<file path="src/rtl/evt_pkg.sv">
package evt_pkg;
  // strobes passed from control to datapath
  typedef struct packed {
    logic maskWr;
    logic ackWr;
    logic decLoad;
  } dpStrobes_t;
endpackage

</file>
<file path="src/rtl/evt_datapath.sv">
module evt_datapath
  import evt_pkg::*;
#(
  parameter int NUM_EVT = 12,
  parameter int DEC_W   = 32,
  parameter int DEC_BIT = 4
) (
  input  logic               clk,
  input  logic               rstN,
  input  dpStrobes_t         strb,
  input  logic [NUM_EVT-1:0] srcIn,
  input  logic [NUM_EVT-1:0] maskWrData,
  input  logic [NUM_EVT-1:0] ackWrData,
  input  logic [DEC_W-1:0]   decWrData,
  output logic [NUM_EVT-1:0] maskOut,
  output logic [NUM_EVT-1:0] selPending,
  output logic               anySel,
  output logic [DEC_W-1:0]   decValue
);
  logic [NUM_EVT-1:0] maskReg, pendReg, srcPrev, riseVec, setVec, clrVec;
  logic [DEC_W-1:0]   decReg;
  logic               decFire;

  assign riseVec = srcIn & ~srcPrev;
  assign decFire = !strb.decLoad && (decReg == '0);
  assign clrVec  = strb.ackWr ? ackWrData : '0;

  for (genvar g = 0; g < NUM_EVT; g++) begin : g_set
    if (g == DEC_BIT) begin : g_dec
      assign setVec[g] = riseVec[g] | decFire;
    end else begin : g_ext
      assign setVec[g] = riseVec[g];
    end
  end

  always_ff @(posedge clk or negedge rstN) begin
    if (!rstN) begin
      maskReg <= '0;
      pendReg <= '0;
      srcPrev <= '0;
      decReg  <= '1;
    end else begin
      srcPrev <= srcIn;
      if (strb.maskWr) maskReg <= maskWrData;
      // a fresh set outranks a simultaneous clear
      pendReg <= (pendReg & ~clrVec) | setVec;
      if (strb.decLoad) decReg <= decWrData;
      else              decReg <= decReg - 1'b1;
    end
  end

  assign maskOut    = maskReg;
  assign selPending = pendReg & maskReg;
  assign anySel     = |selPending;
  assign decValue   = decReg;
endmodule

</file>
<file path="src/rtl/evt_control.sv">
module evt_control
  import evt_pkg::*;
(
  input  logic       clk,
  input  logic       rstN,
  input  logic       maskWrEn,
  input  logic       ackWrEn,
  input  logic       decWrEn,
  input  logic       intEnSet,
  input  logic       intEnClr,
  input  logic       statRdReq,
  input  logic       anySel,
  output dpStrobes_t strb,
  output logic       irq,
  output logic       statRdValid,
  output logic       statCount
);
  logic intEn;

  always_ff @(posedge clk or negedge rstN) begin
    if (!rstN)         intEn <= 1'b0;
    else if (intEnClr) intEn <= 1'b0;
    else if (intEnSet) intEn <= 1'b1;
  end

  always_comb begin
    strb.maskWr  = maskWrEn;
    strb.ackWr   = ackWrEn;
    strb.decLoad = decWrEn;
  end

  assign irq         = intEn & anySel;
  assign statRdValid = statRdReq & anySel;
  assign statCount   = anySel;
endmodule

</file>
<file path="src/rtl/evt_status_ctrl.sv">
module evt_status_ctrl
  import evt_pkg::*;
#(
  parameter int NUM_EVT  = 12,
  parameter int DEC_W    = 32,
  parameter int DEC_BIT  = 4,
  parameter int VEC_W    = 16,
  parameter int VEC_ADDR = 0
) (
  input  logic               clk,
  input  logic               rstN,
  input  logic [NUM_EVT-1:0] srcIn,
  input  logic               maskWrEn,
  input  logic [NUM_EVT-1:0] maskWrData,
  output logic [NUM_EVT-1:0] maskOut,
  input  logic               ackWrEn,
  input  logic [NUM_EVT-1:0] ackWrData,
  input  logic               statRdReq,
  output logic               statRdValid,
  output logic [NUM_EVT-1:0] statRdData,
  output logic               statCount,
  input  logic               intEnSet,
  input  logic               intEnClr,
  output logic               irq,
  output logic [VEC_W-1:0]   irqVec,
  input  logic               decWrEn,
  input  logic [DEC_W-1:0]   decWrData,
  output logic [DEC_W-1:0]   decValue
);
  dpStrobes_t strb;
  logic       anySel;

  evt_control u_ctrl (
    .clk(clk), .rstN(rstN), .maskWrEn(maskWrEn), .ackWrEn(ackWrEn),
    .decWrEn(decWrEn), .intEnSet(intEnSet), .intEnClr(intEnClr),
    .statRdReq(statRdReq), .anySel(anySel), .strb(strb), .irq(irq),
    .statRdValid(statRdValid), .statCount(statCount)
  );

  evt_datapath #(.NUM_EVT(NUM_EVT), .DEC_W(DEC_W), .DEC_BIT(DEC_BIT)) u_dp (
    .clk(clk), .rstN(rstN), .strb(strb), .srcIn(srcIn),
    .maskWrData(maskWrData), .ackWrData(ackWrData), .decWrData(decWrData),
    .maskOut(maskOut), .selPending(statRdData), .anySel(anySel),
    .decValue(decValue)
  );

  assign irqVec = VEC_W'(VEC_ADDR);
endmodule

</file>
<file path="config.mk">
export PLATFORM = sky130hd
export DESIGN_NAME = evt_status_ctrl
export DESIGN_NICKNAME = d
export VERILOG_FILES = /design/src/rtl/evt_pkg.sv /design/src/rtl/evt_datapath.sv /design/src/rtl/evt_control.sv /design/src/rtl/evt_status_ctrl.sv
export SDC_FILE = /design/constraint.sdc
export NUM_CORES = 1
export LEC_CHECK = 0
export ABC_AREA = 1
export CORE_MARGIN = 5
export CORE_UTILIZATION = 35
export DETAILED_ROUTE_END_ITERATION = 12
export GPL_TIMING_DRIVEN = 0
export PLACE_DENSITY = 0.68
export SYNTH_ARGS = -nofsm -noshare
export SYNTH_HDL_FRONTEND = slang
export SYNTH_SLANG_ARGS = --single-unit
</file>
<file path="constraint.sdc">
create_clock -name clk -period 3.71 [get_ports clk]
set_clock_uncertainty 0.1 [all_clocks]
set_input_delay 0.742 -clock clk [delete_from_list [all_inputs] [get_ports clk]]
set_output_delay 0.742 -clock clk [all_outputs]
set_load 0.05 [all_outputs]
</file>
# Word level (Yosys, flattened, before mapping)
# Cells that the tools add are included.
# classes
add_sub_neg	1
muxes	4
bitwise_logic	9
reduce_logical	5
# ops
cell	n
12-bit bitwise AND	3
32-bit logical NOT	1
32-bit two-way mux	1
32-bit by 1-bit subtractor with 32-bit output, second input constant	1
12-bit NOT	2
12-bit two-way mux	1
12-bit OR	1
12-bit OR reduction	1
1-bit bitwise AND	2
1-bit two-way mux	2
2-bit nonzero test	1
1-bit logical AND	1
1-bit logical NOT	1
1-bit OR	1
# totals
register_bits	69
in_bits	76
out_inout_bits	75
wordCells	24

# Depth between registers and ports, before layout
# depth
ltp_word	4
depth_mapped	10

# By module
# A second synthesis with hierarchy kept.
# unflattened
hier_cells	469
hier_area_um2	3718.6
# modules_own_cells
module	instances	cells_each	area_each_um2	seq_area_each_um2
evt_datapath	1	441	3517.1	1741.7
evt_status_ctrl	1	17	123.9	0.0
evt_control	1	11	77.6	25.0

# Worst setup path after synthesis
# OpenSTA, ideal clock, no wires.
# synth_path
path_kind	register to output
startpoint	register u_dp.maskReg[2], in the netlist u_dp.maskOut[2]
endpoint	output port irq
t_arrival_ps	1984
required_ps	2868
slack_ps	884
stages_incl_launch_ff	7
cell_sequence	dfrtp_1 > nand2_1 > inv_1 > nor4_1 > nand2_1 > nand2_1 > inv_1
# synth_between
elab_chain_len	3
# synth_rtl
element	line_no	text
start: declaration	evt_datapath.sv:20	logic [NUM_EVT-1:0] maskReg, pendReg, srcPrev, riseVec, setVec, clrVec;
start signal: assignment	evt_datapath.sv:44	if (strb.maskWr) maskReg <= maskWrData;
12-bit bitwise AND	evt_datapath.sv:53	assign selPending = pendReg & maskReg;
named net statRdData[2]	evt_status_ctrl.sv:20	output logic [NUM_EVT-1:0] statRdData,
12-bit OR reduction	evt_datapath.sv:54	assign anySel = |selPending;
named net statCount	evt_status_ctrl.sv:21	output logic statCount,
1-bit bitwise AND	evt_control.sv:32	assign irq = intEn & anySel;
end: declaration	evt_status_ctrl.sv:24	output logic irq,
# The timed path passes the listed nets, and every way through them passes these cells.

# Worst setup path after layout
# layout_path
startpoint	register u_dp.maskReg[2], in the netlist u_dp.maskOut[2]
endpoint	output port irq
# layout_between
elab_chain_len	3
# layout_rtl
element	line_no
12-bit bitwise AND	evt_datapath.sv:53
12-bit OR reduction	evt_datapath.sv:54
1-bit bitwise AND	evt_control.sv:32
# Every way passes these cells.

==> flow_summary.json <==
{
  "power_frac_comb_pct": 31.3,
  "ys.flop_type": "dfrtp_1",
  "ys_seq_area_share_pct": 48.57,
  "leakagePower_uw": 0.002425,
  "fill_cells": 982,
  "dieWidth_um": 111.9,
  "firstDrtPassIters": 4,
  "cp.required_ns": 2.87,
  "seqPwrFrac_pct": 40.7,
  "syn_inst": 458,
  "cts_hold_buf": 0,
  "maxCapViolCount": 0,
  "yosysTopAreaCell": "dfrtp_1",
  "cts_setup_buffers": 0,
  "route.final.wire_length_mm": 10.98,
  "wl_per_cell_um": 14.49,
  "antenna_left": 0,
  "min_period_ns": 2.936,
  "cts_resized": 0,
  "p_per_area_nw_per_um2": 418.4,
  "hold_violations": 0,
  "ioPinCount": 151,
  "crit_path_max_fanout": 3,
  "grt_overflow": 0,
  "core_sq_um": 10230,
  "clk_pin_slew_ns": 0.08,
  "synth_top_area_share_pct": 25.46,
  "r2r-start": "u_dp.decValue[0]",
  "stdcell_area_sq_um": 5393,
  "clock_sinks": 69,
  "dpl_cell_area_sq_um": 5192,
  "setup_viol": 0,
  "start_kind": "flop",
  "clock_latency_ns": 0.34,
  "ys_warn_count": 0,
  "htree_num_levels": 3,
  "grt_max_degree": 70,
  "drc": 0,
  "synth.avg_cell_area_sq_um": 7.942,
  "cp-startpoint": "u_dp.maskOut[2]",
  "async_reset_ff_share_pct": 100.0,
  "vias": 3492,
  "cts_buffer_depth": 2,
  "netlist_area_sq_um": 3637,
  "diodes": 0,
  "cp_data_arrival_time_ns": 2.09,
  "endpoint_kind": "primary output",
  "rsz0062_at_grt": "no",
  "finalNonFillerCells": 758,
  "fp.dieH_um": 111.9,
  "cts_buffers": 9,
  "ctsRootBufferMaster": "clkbuf_8",
  "via_per_inst": 4.607,
  "yosys_register_bits": 69,
  "die_area_sq_um": 12530,
  "antenna_found_initial": 0,
  "syn_to_final_growth_pct": 48.26,
  "start_util_pct": 35.55,
  "vdd_drop_max_mv": 0.2805,
  "path_class": "flop to primary output",
  "worst_pin_slew_ns": 0.8688,
  "hp-start": "u_dp.srcPrev[8]",
  "fmax_mhz": 340.6,
  "rows": 37,
  "switching_share_pct": 36.22,
  "fin_nets": 694,
  "p_sw_uw": 817.2,
  "setup-tns-final_ns": 0,
  "period_share_pct": 79.14,
  "maxSlewViolCount": 0,
  "yosys-top-cells-count": "140 x nand2_1, 61 x nor2_1, 46 x inv_1, 37 x dfrtp_1, 32 x dfstp_2",
  "gp_congestion": 0.9011,
  "yosysUniqueCellTypes": 29,
  "slew_headroom_pct": 42.08,
  "port_buffers": 133,
  "drive_gt1_share_pct": 16.08,
  "min_path_type": "flop to flop",
  "placed_cells": 742,
  "p_int_uw": 1439,
  "whs_ns": 0.3241,
  "outcome": "completed",
  "grt_use_total_pct": 17.90,
  "yosysMostFrequentCell": "nand2_1",
  "clkPwrFrac_pct": 28.0,
  "synth_top_cells_by_area": "dfrtp_1 25%, dfstp_2 23%, nand2_1 14%",
  "grt_pass1_wl_mm": 17.94,
  "grt_pass1_vias": 3641,
  "dp_hpwl_mm": 8.636,
  "drt_iter0_markers": 171,
  "cts_tree": "built",
  "synth-edff-count": 0
}
==> worst paths after layout <==
check	slack (ns)	to	depth (start not counted)
worst max-delay path	0.77	irq	7
worst min-delay path	0.32	u_dp.pendReg[8]	1
worst max register to register	2.01	u_dp.decValue[26]	10
worst min register to register	0.32	u_dp.pendReg[8]	1
max in group asynchronous	2.55	u_dp.pendReg[7]	1
min in group asynchronous	0.40	u_dp.pendReg[5]	1
==> layout by cell type, fill, tap and decap left out, drive strengths merged, types with 2 or more instances in the layout <==
cell type / n
a21oi: 5
o21bai: 6
xor2: 7
nand2: 146
nor2: 72
xnor2: 2
dfstp: 32
nand3: 25
conb: 16
mux2: 12
o21ai: 26
clkbuf: 18
clkinvlp: 2
a31oi: 3
buf: 19
nand4: 7
inv: 49
dfrtp: 37
clkdlybuf4s50: 132
==> routing by layer <==
metal  wire length (um)  global-route usage, %  vias to the layer above
met1               4486                  21.85                     1621
met5                  0                      0                        -
met2               5478                  30.62                      122
met4                290                  7.292                        0
li1                   -                      -                     1727
met3                725                  4.022                       22
==> power groups by stage <==
stage	Sequential, uW	Clock (uW)	Combinational, uW
after floorplan	1080	0	274
after global placement	927	0	701
after detailed placement	930	0	708
after CTS	918	652	711
after global routing	931	674	754
final	918	632	707
==> cell type report <==
type,count,area [sq um],area share [%]
buffer,25,166.4,3.086
clock buffer,11,141.4,2.622
clock inverter,5,58.81,1.090
inverter,48,180.2,3.341
multi-input combinational,331,1580,29.30
sequential,69,1767,32.76
tap,136,170.2,3.155
timing repair buffer,133,1329,24.64
==> per-stage QoR <==
step	worst slack (ns)	utilization (%)	total power [uW]
after floorplan	0.8835	-	1356
after detailed placement	0.7793	50.75	1638
final	0.7740	52.71	2256
after global routing	0.5200	52.71	2359
after global placement	-0.5977	50.78	1628
after CTS	0.7525	52.71	2281
==> registers in the layout, summed over array words and instances (netlist names) <==
signal and flops:
u_dp.decValue 32, u_dp.maskOut 12, u_dp.pendReg 12, u_dp.srcPrev 12, u_ctrl.intEn 1
==> logic make-up after synthesis <==
family          count (synthesis)  share of synthesized area (%)
fa+ha+maj                       1                         0.3439
buf+inv                        73                          9.529
other cells                     1                         0.1031
compound gates                 40                          6.020
simple gates                  253                          29.55
mux                            12                          3.715
flops                          69                          48.57
xor+xnor                        9                          2.167
==> worst max-delay path: stages, from the launching register on <==
cell and delay (ns):
dfrtp_1 0.40, nand2_1 0.07, inv_1 0.06, nor4_1 0.27, nand2_1 0.14, nand2_1 0.08, inv_1 0.04, clkdlybuf4s50_1 0.69
Note: power is estimated with default switching activity, not from simulation.
